$ cat config.mk
export PLATFORM = sky130hd
export DESIGN_NAME = rx_rsrc_ring
export DESIGN_NICKNAME = d
export VERILOG_FILES = /design/src/rtl/rrm_pkg.sv /design/src/rtl/rrm_ptr_bank.sv /design/src/rtl/rrm_fetch.sv /design/src/rtl/rrm_buf_track.sv /design/src/rtl/rx_rsrc_ring.sv
export SDC_FILE = /design/constraint.sdc
export NUM_CORES = 1
export LEC_CHECK = 0
export CAP_MARGIN = 10
export CELL_PAD_IN_SITES_DETAIL_PLACEMENT = 1
export CELL_PAD_IN_SITES_GLOBAL_PLACEMENT = 1
export CORE_ASPECT_RATIO = 1.25
export CORE_MARGIN = 2
export CORE_UTILIZATION = 45
export CTS_CLUSTER_SIZE = 24
export DETAILED_ROUTE_END_ITERATION = 16
export PLACE_DENSITY = 0.88
export SLEW_MARGIN = 20
export SYNTH_ARGS = -nofsm -noshare
export SYNTH_HDL_FRONTEND = slang
export SYNTH_HIERARCHICAL = 1
export SYNTH_SLANG_ARGS = --single-unit
$ cat constraint.sdc
create_clock -name clk -period 12.1 [get_ports clk]
set_clock_uncertainty 0.2 [all_clocks]
set_input_delay 3.63 -clock clk [delete_from_list [all_inputs] [get_ports clk]]
set_output_delay 3.63 -clock clk [all_outputs]
set_load 0.005 [all_outputs]
$ cat src/rtl/rrm_pkg.sv
// Shared encodings for the receive resource ring manager.
// Assumes 16-bit register and descriptor words.
package rrm_pkg;
    typedef enum logic [2:0] {
        SEL_START  = 3'd0,
        SEL_END    = 3'd1,
        SEL_RDPTR  = 3'd2,
        SEL_WRPTR  = 3'd3,
        SEL_UPPER  = 3'd4,
        SEL_THRESH = 3'd5,
        SEL_STATUS = 3'd6,
        SEL_NONE   = 3'd7
    } rrm_sel_e;

    localparam int HW         = 16; // descriptor / register word width
    localparam int DESC_WORDS = 4;  // words per descriptor
    localparam int STS_BIG    = 4;  // refused-frame status bit
    localparam int STS_EXH    = 5;  // exhausted status bit
endpackage

$ cat src/rtl/rrm_ptr_bank.sv
// Ring pointer registers: start, end, read, write, upper address and
// threshold. Aligns pointer writes to the bus granule and advances the
// read pointer with wrap after each fetch. Assumes wide_i is stable
// while a fetch is running.
module rrm_ptr_bank
    import rrm_pkg::*;
#(
    parameter int          PW      = 16,
    parameter logic [15:0] EOB_RST = 16'h02F8
) (
    input  logic          clk,
    input  logic          rst_n,
    input  logic          wide_i,
    input  logic          wr_en_i,
    input  logic [2:0]    wr_sel_i,
    input  logic [HW-1:0] wr_data_i,
    input  logic          adv_i,
    output logic [PW-1:0] start_o,
    output logic [PW-1:0] end_o,
    output logic [PW-1:0] rd_o,
    output logic [PW-1:0] wr_o,
    output logic [HW-1:0] upper_o,
    output logic [HW-1:0] thresh_o,
    output logic          adv_meets_wr_o,
    output logic          rd_eq_wr_o
);
    localparam int STEP_N = DESC_WORDS * 2;
    localparam int STEP_W = DESC_WORDS * 4;

    logic [PW-1:0] start_q, end_q, rd_q, wrp_q;
    logic [HW-1:0] upper_q, thresh_q;
    logic [PW-1:0] align_mask, wdata_al, step, adv_sum, adv_nxt;

    // Granule mask, stride and next read pointer with wrap.
    always_comb begin
        align_mask = wide_i ? ~PW'(3) : ~PW'(1);
        wdata_al   = PW'(wr_data_i) & align_mask;
        step       = wide_i ? PW'(STEP_W) : PW'(STEP_N);
        adv_sum    = rd_q + step;
        adv_nxt    = (adv_sum == end_q) ? start_q : adv_sum;
    end

    // Register writes; an advance overrides a same-cycle read pointer write.
    always_ff @(posedge clk) begin
        if (!rst_n) begin
            start_q  <= '0;
            end_q    <= '0;
            rd_q     <= '0;
            wrp_q    <= '0;
            upper_q  <= '0;
            thresh_q <= EOB_RST;
        end else begin
            if (wr_en_i) begin
                case (wr_sel_i)
                    SEL_START:  start_q  <= wdata_al;
                    SEL_END:    end_q    <= wdata_al;
                    SEL_RDPTR:  rd_q     <= wdata_al;
                    SEL_WRPTR:  wrp_q    <= wdata_al;
                    SEL_UPPER:  upper_q  <= wr_data_i;
                    SEL_THRESH: thresh_q <= wr_data_i;
                    default: ;
                endcase
            end
            if (adv_i) rd_q <= adv_nxt;
        end
    end

    assign start_o        = start_q;
    assign end_o          = end_q;
    assign rd_o           = rd_q;
    assign wr_o           = wrp_q;
    assign upper_o        = upper_q;
    assign thresh_o       = thresh_q;
    assign adv_meets_wr_o = (adv_nxt == wrp_q);
    assign rd_eq_wr_o     = (rd_q == wrp_q);

    // pointers never hold an odd byte address.
    p_align_r5: assert property (@(posedge clk) disable iff (!rst_n)
        (rd_q[0] == 1'b0) && (start_q[0] == 1'b0) && (end_q[0] == 1'b0) && (wrp_q[0] == 1'b0));

    // after an advance the read pointer is either one stride on or the start.
    p_wrap_r3: assert property (@(posedge clk) disable iff (!rst_n)
        adv_i |=> (rd_q == $past(start_q)) || (rd_q == $past(rd_q) + $past(step)));
endmodule

$ cat src/rtl/rrm_fetch.sv
// Descriptor fetch sequencer. Issues four word reads at the read pointer
// with a 2- or 4-byte stride, collects the words and presents the buffer
// address and word count in the cycle the last word is acknowledged.
// Assumes start_i is only raised while idle.
module rrm_fetch
    import rrm_pkg::*;
#(
    parameter int PW = 16
) (
    input  logic            clk,
    input  logic            rst_n,
    input  logic            start_i,
    input  logic            wide_i,
    input  logic [PW-1:0]   rd_ptr_i,
    input  logic [HW-1:0]   upper_i,
    output logic            mem_req_o,
    output logic [HW+PW-1:0] mem_addr_o,
    input  logic            mem_ack_i,
    input  logic [HW-1:0]   mem_data_i,
    output logic            busy_o,
    output logic            done_o,
    output logic [2*HW-1:0] desc_base_o,
    output logic [2*HW-1:0] desc_words_o
);
    localparam int AW  = HW + PW;
    localparam int IXW = $clog2(DESC_WORDS);

    typedef enum logic {F_IDLE, F_READ} fetch_st_e;

    fetch_st_e      st_q;
    logic [IXW-1:0] idx_q;
    logic [HW-1:0]  w_q [DESC_WORDS];
    logic [AW-1:0]  offs;
    logic           last_word;

    // Byte offset of the current word within the descriptor.
    always_comb begin
        offs      = wide_i ? AW'({idx_q, 2'b00}) : AW'({idx_q, 1'b0});
        last_word = (idx_q == IXW'(DESC_WORDS - 1));
    end

    // Sequencer state and word index.
    always_ff @(posedge clk) begin
        if (!rst_n) begin
            st_q  <= F_IDLE;
            idx_q <= '0;
        end else if (st_q == F_IDLE) begin
            idx_q <= '0;
            if (start_i) st_q <= F_READ;
        end else if (mem_ack_i) begin
            idx_q <= idx_q + 1'b1;
            if (last_word) st_q <= F_IDLE;
        end
    end

    // Word capture per acknowledged read.
    always_ff @(posedge clk) begin
        if (!rst_n) begin
            for (int i = 0; i < DESC_WORDS; i++) w_q[i] <= '0;
        end else if (st_q == F_READ && mem_ack_i) begin
            w_q[idx_q] <= mem_data_i;
        end
    end

    assign mem_req_o    = (st_q == F_READ);
    assign mem_addr_o   = {upper_i, rd_ptr_i} + offs;
    assign busy_o       = (st_q == F_READ);
    assign done_o       = (st_q == F_READ) && mem_ack_i && last_word;
    assign desc_base_o  = {w_q[1], w_q[0]};
    assign desc_words_o = {mem_data_i, w_q[2]};

    // a request stays up until its word is acknowledged.
    p_hold_r11: assert property (@(posedge clk) disable iff (!rst_n)
        (mem_req_o && !mem_ack_i) |=> mem_req_o);

    // a fetch is never restarted while one runs.
    p_start_idle_r11: assert property (@(posedge clk) disable iff (!rst_n)
        start_i |-> !busy_o);
endmodule

$ cat src/rtl/rrm_buf_track.sv
// Current buffer tracker. Pads each frame length to the bus granule,
// decides fit, advances the buffer address, shrinks the word count and
// reports when a rollover is needed. Assumes load_i never coincides with
// a frame.
module rrm_buf_track
    import rrm_pkg::*;
#(
    parameter int LW = 16
) (
    input  logic            clk,
    input  logic            rst_n,
    input  logic            wide_i,
    input  logic [HW-1:0]   thresh_i,
    input  logic            load_i,
    input  logic [2*HW-1:0] load_base_i,
    input  logic [2*HW-1:0] load_words_i,
    input  logic            fire_i,
    input  logic            drop_i,
    input  logic [LW-1:0]   len_i,
    output logic [2*HW-1:0] cur_addr_o,
    output logic [2*HW-1:0] cur_words_o,
    output logic            fits_o,
    output logic            roll_o,
    output logic            last_o,
    output logic            done_o,
    output logic            taken_o,
    output logic [2*HW-1:0] base_o
);
    localparam int CW   = 2 * HW;
    localparam int PADW = LW + 3;
    localparam int CMPW = ((CW + 1) > PADW) ? (CW + 1) : PADW;

    logic [CW-1:0]   addr_q, words_q, base_q, rem;
    logic [PADW-1:0] rx_len, rx_m1, pad;
    logic            last_q, done_q, taken_q, last_n;

    // Padding, fit test and threshold test for the offered frame.
    always_comb begin
        rx_len = PADW'(len_i) + PADW'(4);
        rx_m1  = rx_len - 1'b1;
        pad    = wide_i ? ((rx_m1 | PADW'(3)) + 1'b1) : ((rx_m1 | PADW'(1)) + 1'b1);
        fits_o = CMPW'(pad) <= (CMPW'(words_q) << 1);
        rem    = words_q - CW'(pad >> 1);
        last_n = fits_o ? (rem < CW'(thresh_i)) : 1'b1;
        roll_o = last_n;
    end

    // Buffer state: descriptor load or frame consumption.
    always_ff @(posedge clk) begin
        if (!rst_n) begin
            addr_q  <= '0;
            words_q <= '0;
        end else if (load_i) begin
            addr_q  <= load_base_i;
            words_q <= load_words_i;
        end else if (fire_i && fits_o) begin
            addr_q  <= addr_q + CW'(pad);
            words_q <= rem;
        end
    end

    // Per-frame result and last-packet flag.
    always_ff @(posedge clk) begin
        if (!rst_n) begin
            last_q  <= 1'b0;
            done_q  <= 1'b0;
            taken_q <= 1'b0;
            base_q  <= '0;
        end else begin
            done_q  <= fire_i || drop_i;
            taken_q <= fire_i && fits_o;
            if (fire_i) begin
                base_q <= addr_q;
                last_q <= last_n;
            end
        end
    end

    assign cur_addr_o  = addr_q;
    assign cur_words_o = words_q;
    assign last_o      = last_q;
    assign done_o      = done_q;
    assign taken_o     = taken_q;
    assign base_o      = base_q;

    // an accepted frame strictly reduces the remaining count.
    p_shrink_r6: assert property (@(posedge clk) disable iff (!rst_n)
        (fire_i && fits_o) |=> cur_words_o < $past(cur_words_o));

    // a refused frame leaves the buffer untouched.
    p_keep_r7: assert property (@(posedge clk) disable iff (!rst_n)
        (fire_i && !fits_o) |=> $stable(cur_addr_o) && $stable(cur_words_o));

    // loads and frames never share a cycle.
    p_no_overlap_r11: assert property (@(posedge clk) disable iff (!rst_n)
        !(load_i && (fire_i || drop_i)));
endmodule

$ cat src/rtl/rx_rsrc_ring.sv
// Receive buffer resource ring manager top. Connects the pointer bank,
// the fetch sequencer and the buffer tracker, owns status, rollover and
// blocking, and gates the frame port. Assumes a single host register port.
module rx_rsrc_ring
    import rrm_pkg::*;
#(
    parameter int          PW      = 16,
    parameter int          LW      = 16,
    parameter logic [15:0] EOB_RST = 16'h02F8
) (
    input  logic             clk,
    input  logic             rst_n,
    input  logic             wide_i,
    input  logic             reg_we_i,
    input  logic [2:0]       reg_sel_i,
    input  logic [HW-1:0]    reg_wdata_i,
    output logic [HW-1:0]    reg_rdata_o,
    input  logic             load_cmd_i,
    output logic             mem_req_o,
    output logic [HW+PW-1:0] mem_addr_o,
    input  logic             mem_ack_i,
    input  logic [HW-1:0]    mem_data_i,
    input  logic             frm_valid_i,
    input  logic [LW-1:0]    frm_len_i,
    output logic             frm_ready_o,
    output logic             frm_done_o,
    output logic             frm_taken_o,
    output logic [2*HW-1:0]  frm_base_o,
    output logic [2*HW-1:0]  cur_addr_o,
    output logic [2*HW-1:0]  cur_words_o,
    output logic [PW-1:0]    rd_ptr_o,
    output logic [HW-1:0]    status_o,
    output logic             last_pkt_o,
    output logic             blocked_o,
    output logic             busy_o
);
    localparam int CW = 2 * HW;

    logic [PW-1:0] start_p, end_p, rd_p, wr_p;
    logic [HW-1:0] upper_p, thresh_p;
    logic          adv_meets_wr, rd_eq_wr;
    logic          fetch_busy, fetch_done, fetch_start;
    logic [CW-1:0] desc_base, desc_words;
    logic          fits, roll;
    logic          fire_any, fire, drop;
    logic          roll_pend_q, blocked_q;
    logic          big_q, exh_q;
    logic          sts_wr, clr_big, clr_exh, ptr_wr;

    // Frame handshake split, status clears and fetch trigger.
    always_comb begin
        frm_ready_o = !fetch_busy && !roll_pend_q;
        fire_any    = frm_valid_i && frm_ready_o;
        fire        = fire_any && !blocked_q;
        drop        = fire_any && blocked_q;
        sts_wr      = reg_we_i && (reg_sel_i == SEL_STATUS);
        ptr_wr      = reg_we_i && (reg_sel_i != SEL_STATUS);
        clr_big     = sts_wr && reg_wdata_i[STS_BIG] && big_q;
        clr_exh     = sts_wr && reg_wdata_i[STS_EXH] && exh_q;
        fetch_start = !fetch_busy &&
                      (load_cmd_i || clr_exh || (roll_pend_q && !rd_eq_wr));
    end

    // Rollover request, block state and status bits.
    always_ff @(posedge clk) begin
        if (!rst_n) begin
            roll_pend_q <= 1'b0;
            blocked_q   <= 1'b0;
            big_q       <= 1'b0;
            exh_q       <= 1'b0;
        end else begin
            roll_pend_q <= fire && roll;
            if (fetch_done) blocked_q <= 1'b0;
            else if (roll_pend_q && rd_eq_wr) blocked_q <= 1'b1;
            big_q <= (big_q && !clr_big) || (fire && !fits);
            exh_q <= (exh_q && !clr_exh) || (fetch_done && adv_meets_wr);
        end
    end

    rrm_ptr_bank #(.PW(PW), .EOB_RST(EOB_RST)) u_ptrs (
        .clk            (clk),
        .rst_n          (rst_n),
        .wide_i         (wide_i),
        .wr_en_i        (ptr_wr),
        .wr_sel_i       (reg_sel_i),
        .wr_data_i      (reg_wdata_i),
        .adv_i          (fetch_done),
        .start_o        (start_p),
        .end_o          (end_p),
        .rd_o           (rd_p),
        .wr_o           (wr_p),
        .upper_o        (upper_p),
        .thresh_o       (thresh_p),
        .adv_meets_wr_o (adv_meets_wr),
        .rd_eq_wr_o     (rd_eq_wr)
    );

    rrm_fetch #(.PW(PW)) u_fetch (
        .clk          (clk),
        .rst_n        (rst_n),
        .start_i      (fetch_start),
        .wide_i       (wide_i),
        .rd_ptr_i     (rd_p),
        .upper_i      (upper_p),
        .mem_req_o    (mem_req_o),
        .mem_addr_o   (mem_addr_o),
        .mem_ack_i    (mem_ack_i),
        .mem_data_i   (mem_data_i),
        .busy_o       (fetch_busy),
        .done_o       (fetch_done),
        .desc_base_o  (desc_base),
        .desc_words_o (desc_words)
    );

    rrm_buf_track #(.LW(LW)) u_track (
        .clk          (clk),
        .rst_n        (rst_n),
        .wide_i       (wide_i),
        .thresh_i     (thresh_p),
        .load_i       (fetch_done),
        .load_base_i  (desc_base),
        .load_words_i (desc_words),
        .fire_i       (fire),
        .drop_i       (drop),
        .len_i        (frm_len_i),
        .cur_addr_o   (cur_addr_o),
        .cur_words_o  (cur_words_o),
        .fits_o       (fits),
        .roll_o       (roll),
        .last_o       (last_pkt_o),
        .done_o       (frm_done_o),
        .taken_o      (frm_taken_o),
        .base_o       (frm_base_o)
    );

    // Status word and register readback.
    always_comb begin
        status_o          = '0;
        status_o[STS_BIG] = big_q;
        status_o[STS_EXH] = exh_q;
        case (reg_sel_i)
            SEL_START:  reg_rdata_o = HW'(start_p);
            SEL_END:    reg_rdata_o = HW'(end_p);
            SEL_RDPTR:  reg_rdata_o = HW'(rd_p);
            SEL_WRPTR:  reg_rdata_o = HW'(wr_p);
            SEL_UPPER:  reg_rdata_o = upper_p;
            SEL_THRESH: reg_rdata_o = thresh_p;
            SEL_STATUS: reg_rdata_o = status_o;
            default:    reg_rdata_o = '0;
        endcase
    end

    assign rd_ptr_o  = rd_p;
    assign blocked_o = blocked_q;
    assign busy_o    = fetch_busy;

    // the frame port is closed while a fetch runs.
    p_stall_r11: assert property (@(posedge clk) disable iff (!rst_n)
        busy_o |-> !frm_ready_o);

    // exhaustion only appears as the result of a fetch.
    p_exh_src_r4: assert property (@(posedge clk) disable iff (!rst_n)
        $rose(status_o[STS_EXH]) |-> $past(fetch_done));

    // the refused-frame bit only appears after an offered frame.
    p_big_src_r7: assert property (@(posedge clk) disable iff (!rst_n)
        $rose(status_o[STS_BIG]) |-> $past(frm_valid_i));

    // a frame offered while blocked completes without a buffer.
    p_block_r9: assert property (@(posedge clk) disable iff (!rst_n)
        (blocked_o && frm_valid_i && frm_ready_o) |=> frm_done_o && !frm_taken_o);

    // reception only unblocks when a fetch completes.
    p_unblock_r10: assert property (@(posedge clk) disable iff (!rst_n)
        $fell(blocked_o) |-> $past(busy_o));
endmodule

==> results of run 1 <==
-- report_power, final --
| group | switching, mW | internal (mW) | total [mW] |
|---|---|---|---|
| Sequential | 0.151 | 0.930 | 1.08 |
| Combinational | 0.834 | 0.636 | 1.47 |
| Clock | 0.371 | 0.487 | 0.858 |
| Total | 1.36 | 2.05 | 3.41 |
-- metal layers --
metal | vias up | track usage, % | part of all wire [%]
met1 | 8043 | 37.9 | 37
met4 | 0 | 25.8 | 8.4
li1 | 7331 | - | -
met2 | 781 | 58.4 | 48
met5 | - | 0 | 0
met3 | 274 | 4.43 | 6.3
-- path summary, 6_finish.rpt --
kind,start,to,cells past startpoint,slack [ps]
hold / removal,u_fetch/w_q[2][13],u_track/cur_words_o[13],1,280
setup reg to reg,u_ptrs/rd_o[4],exh_q,14,6610
setup / recovery,wide_i,mem_addr_o[27],8,1540
hold reg to reg,u_fetch/w_q[2][13],u_track/cur_words_o[13],1,280
-- registers in the layout, summed over array words and instances (netlist names), 2 cells and up --
signal,flops
u_fetch/w_q,48
u_track/base_o,32
u_track/cur_addr_o,32
u_track/cur_words_o,32
u_ptrs/rd_o,16
u_ptrs/thresh_o,16
u_ptrs/upper_o,16
u_ptrs/end_o,15
u_ptrs/start_o,15
u_ptrs/wr_o,15
u_fetch/idx_q,2
-- layout make-up --
type                    instances  area [µm²]
flip-flops and latches        247        5430
multi-input cells            1562       10300
well taps                     486         608
clock inverters                13         151
repair buffers                251        2440
clock buffers                  38         758
inverters                      84         315
fillers                      4415       17000
-- stage by stage --
step                utilization [%]  instances  worst slack [ps]  cell area [µm²]  power (mW)
global route                   54.1       2681              1440            20000        3.58
CTS                            54.1       2681              1560            20000        3.38
global placement               51.6       2630              1660            19100        2.45
finish                         54.1       2681              1540            20000        3.41
floorplan                         -       2039              3040            16800        1.97
detailed placement             51.6       2630              1580            19100        2.51
-- cells in the final DEF, fill, tap and decap left out, drive strengths merged, types with 8 or more instances in the layout --
| cell | synthesis | final |
|---|---|---|
| dfxtp | 199 | 199 |
| nand2b | 24 | 24 |
| o221ai | 12 | 12 |
| o21ai | 76 | 76 |
| nand4 | 34 | 34 |
| and2 | 58 | 58 |
| a31oi | 13 | 13 |
| nor3 | 32 | 32 |
| nor4 | 12 | 12 |
| nor2b | 18 | 18 |
| clkdlybuf4s50 | 0 | 223 |
| and4 | 9 | 9 |
| o211a | 13 | 13 |
| or4 | 9 | 9 |
| buf | 79 | 28 |
| or3 | 8 | 8 |
| xor2 | 49 | 49 |
| ha | 75 | 75 |
| nand2 | 301 | 301 |
| conb | 4 | 20 |
| xnor2 | 113 | 113 |
| nor3b | 11 | 11 |
| a211oi | 20 | 20 |
| a21o | 15 | 15 |
| inv | 84 | 88 |
| a21oi | 105 | 105 |
| o211ai | 25 | 25 |
| mux2i | 83 | 83 |
| clkbuf | 67 | 38 |
| edfxtp | 48 | 48 |
| mux2 | 19 | 19 |
| nor2 | 143 | 143 |
| o21a | 11 | 11 |
| nand3 | 49 | 49 |
| a21boi | 76 | 76 |
| and3 | 28 | 28 |
-- cells by family (layout without fill, tap and decap cells) --
logic type / after synthesis / in the layout / share of synthesized area [%]
AND/OR/NAND/NOR: 767 / 767 / 22.5
AO/OA/AOI/OAI: 432 / 432 / 17.4
flip-flops: 247 / 247 / 32.4
buffers and inverters: 230 / 386 / 6.71
XOR/XNOR: 162 / 162 / 8.46
multiplexers: 102 / 102 / 6.35
adder cells (fa/ha/maj): 79 / 79 / 6.07
other: 4 / 20 / 0.0895
==> flow_metrics.tcl, run 1 <==
set metrics [dict create \
    outcome "completed" \
    hold_violations 0 \
    rsz0062_at_grt "no" \
    cts_resized 0 \
    p_per_area_nw_per_um2 171 \
    clk_path_buf_depth 3 \
    critPathMaxStageDelay_ps 710 \
    cts_buffers 28 \
    ys_ff_latch 247 \
    cts_tree "done" \
    tightest_slew_ps 1180 \
    dieArea_um2 38800 \
    gp_congestion 0.986 \
    vias_per_cell 6.13 \
    drive_gt1_share_pct 5.79 \
    synthTopCellsByArea "dfxtp_1, edfxtp_1, nand2_1" \
    grt_pass1_vias 17029 \
    avgRoutedWirePerCell_um 25.0 \
    grt_pass1_wl_um 100000 \
    max_freq_ghz 0.0947 \
    setup_viol 0 \
    min_path_type "register to register" \
    crit_required_ps 8270 \
    clk_latency_ps 580 \
    synth_edf_count 48 \
    maxCapViolCount 0 \
    start_util_pct 45.4 \
    synthFlopType "dfxtp_1" \
    grt.overflow.total 0 \
    fin_crit_sh_pct 87.3 \
    core_region_area_um2 37000 \
    synth-async-reset-ratio_pct 0 \
    cts_root_buf "clkbuf_16" \
    fin_hold_ws_ps 277 \
    synth-seq-area-share_pct 32.4 \
    num_rows 79 \
    synth_top_area_share_pct 23.8 \
    antenna_cells 0 \
    routed_wl_um 67000 \
    path_cells "clkdlybuf4s50_1, mux2_2, fa_1, a21oi_2, nor4_4, nand4_1, xnor2_1, clkdlybuf4s50_1" \
    tns_ps 0 \
    syn_inst 2023 \
    grt_start_max_net_pins 93 \
    vias 16429 \
    num_io_pins 241 \
    start_kind "input port" \
    die_h_um 220 \
    syn-cell-area_um2 16800 \
    critical_path_buf_inv_count 2 \
    postCtsHoldBufs 0 \
    postSynthAreaPerCell_um2 8.29 \
    dp_hpwl_um 49200 \
    p_leak_nw 7.69 \
    synth.most_common_cell "nand2_1" \
    ys_types 92 \
    cts_sinks 247 \
    cts.clk_slew.worst_paths_ps 60 \
    cts_setup_buffers 0 \
    yosys.area.top_type "dfxtp_1" \
    period_needed_ps 10560 \
    worstSetupPathType "input port to primary output" \
    cpLargestDelayFamily "buffers and inverters" \
    ys_warn_count 6 \
    io_buffers 226 \
    finalMaxSlewViolations 0 \
    cts_max_level 1 \
    die_w_um 177 \
    cp.arrival_ps 6730 \
    worst_path_most_repeated_cell "clkdlybuf4s50_1" \
    slew-limit-headroom_pct 20.6 \
    cp-end-kind "primary output" \
    grt_usage_pct 33.9 \
    worst-path-max-fanout 9 \
    ant_nets 0 \
    syn_to_final_growth_pct 19.2 \
    drt_pass1_iterations 6 \
    layout.nets 2311 \
    ir_drop_mv 0.118 \
    antenna_found_initial 1 \
    drtIter0Drc 1265 \
    crit_slowest_cell "clkdlybuf4s50_1" \
    route.detailed.drc 0 \
    synthTopCellsByCount "nand2_1, dfxtp_1, nor2_1" \
]
(Power assumes the default switching activity.)
==> run 2: changes to the inputs <==
- CORE_UTILIZATION: 45 -> 42
- PLACE_DENSITY: 0.88 -> 0.83
- SLEW_MARGIN: 20 -> unset
- clock period: 12.1 -> 10 ns (I/O delays scaled with it)
==> flow_metrics.tcl, run 2 (same netlist as run 1, synthesis figures left out) <==
set metrics [dict create \
    cts_max_level 1 \
    max_freq_ghz 0.104 \
    outcome "completed" \
    p_sw_share_pct 39.4 \
    fin_crit_sh_pct 96.6 \
    avgRoutedWirePerCell_um 24.9 \
    worstSetupPathType "input port to primary output" \
    cpLargestDelayFamily "simple AND/OR/NAND/NOR gates" \
    cts_buffers 29 \
    grt_start_max_net_pins 93 \
    cts_root_buf "clkbuf_16" \
    vias 16145 \
    grt.overflow.total 0 \
    finalMaxSlewViolations 0 \
    tightest_slew_ps 1210 \
    syn_to_final_growth_pct 19.9 \
    comb_power_share_pct 43.0 \
    top_register "u_fetch/w_q" \
    vias_per_cell 5.97 \
    critical_path_buf_inv_count 2 \
    final_common_cell "nand2_1" \
    p_sw_mw 1.64 \
    crit_required_ps 6800 \
    path_cells "clkdlybuf4s50_1, mux2_2, ha_1, a211oi_1, nor3b_2, nand4_1, xnor2_1, clkdlybuf4s50_1" \
    rsz0062_at_grt "no" \
    route.detailed.drc 0 \
    n_fill_cell 4676 \
    cp.arrival_ps 6460 \
    critPathMaxStageDelay_ps 980 \
    dp_hpwl_um 50400 \
    gp_congestion 0.921 \
    cp-end-kind "primary output" \
    drt_pass1_iterations 5 \
    slew-limit-headroom_pct 19.1 \
    period_needed_ps 9660 \
    setup_viol 0 \
    min_path_type "register to register" \
    core_region_area_um2 39200 \
    grt_pass1_vias 16716 \
    start_util_pct 42.8 \
    io_buffers 226 \
    worst_path_most_repeated_cell "clkdlybuf4s50_1" \
    p_leak_nw 7.74 \
    tns_ps 0 \
    start_kind "input port" \
    antenna_found_initial 3 \
    routed_wl_um 67300 \
    ir_drop_mv 0.141 \
    dieArea_um2 41500 \
    pwr-share-seq_pct 31.6 \
    cts_setup_buffers 0 \
    die_w_um 183 \
    num_rows 81 \
    cts_tree "done" \
    largest_reg_flops 48 \
    clk_path_buf_depth 3 \
    drtIter0Drc 1002 \
    cts.clk_slew.worst_paths_ps 60 \
    maxCapViolCount 0 \
    postCtsHoldBufs 0 \
    power.internal_mw 2.52 \
    hold_violations 0 \
    p_per_area_nw_per_um2 207 \
    postLayoutCoreUtil_pct 51.2 \
    die_h_um 227 \
    cts_sinks 247 \
    layout.nets 2320 \
    clockPowerShare_pct 25.4 \
    ant_nets 0 \
    num_io_pins 241 \
    grt_usage_pct 31.7 \
    mostFrequentLayoutCells "nand2_1, clkdlybuf4s50_1, dfxtp_1, nor2_1, xnor2_1" \
    drive_gt1_share_pct 6.07 \
    cts_resized 0 \
    clk_latency_ps 580 \
    worst-path-max-fanout 12 \
    crit_slowest_cell "nor3b_2" \
    grt_pass1_wl_um 100000 \
]
## run 2: final cells by class
| type | instances | area [µm²] | area share [%] |
|---|---|---|---|
| inverters | 84 | 315 | 1.57 |
| well taps | 498 | 623 | 3.10 |
| repair buffers | 259 | 2510 | 12.5 |
| multi-input cells | 1562 | 10300 | 51.2 |
| diodes | 2 | 5.00 | 0.0249 |
| clock buffers | 39 | 793 | 3.95 |
| flip-flops and latches | 247 | 5430 | 27.0 |
| clock inverters | 15 | 136 | 0.678 |
## run 2: per-stage QoR
| step | area, µm² | instances | worst slack (ps) | total power, mW | hold slack (ps) |
|---|---|---|---|---|---|
| final | 20100 | 2706 | 340 | 4.16 | 272 |
| after floorplan | 16800 | 2039 | 1570 | 2.39 | 248 |
| after global placement | 19200 | 2650 | 426 | 3.03 | 257 |
| after global routing | 20100 | 2705 | 102 | 4.38 | 298 |
| after CTS | 20100 | 2704 | 309 | 4.15 | 274 |
| after detailed placement | 19200 | 2650 | 231 | 3.08 | 260 |
## run 2: power groups by stage
stage          Combinational (mW)  Sequential, mW  Clock (mW)
3_3_place_gp                 1.70            1.33           0
2_1_floorplan                1.15            1.24           0
5_1_grt                      1.95            1.33        1.11
3_5_place_dp                 1.75            1.33           0
6_report                     1.79            1.31        1.06
4_1_cts                      1.77            1.31        1.07
## run 2: final timing paths
check | startpoint | to | slack [ps] | cells after the start
setup / recovery | wide_i | mem_addr_o[12] | 340 | 8
hold / removal | u_fetch/w_q[2][13] | u_track/cur_words_o[13] | 270 | 1
hold reg to reg | u_fetch/w_q[2][13] | u_track/cur_words_o[13] | 270 | 1
setup reg to reg | u_ptrs/rd_o[4] | exh_q | 4400 | 13
## run 2: layer usage
layer	global-route usage (%)	share of wire (%)	vias up
met2	55.1	48	627
li1	-	-	7358
met4	21.0	7.3	4
met5	0	0.046	-
met3	4.06	5.3	208
met1	36.6	39	7948
==> run 3: changes to the inputs <==
- HOLD_SLACK_MARGIN: unset -> 0.05
==> results of run 3 <==
No change in the layout: final DEF, timing and power equal those of run 2.
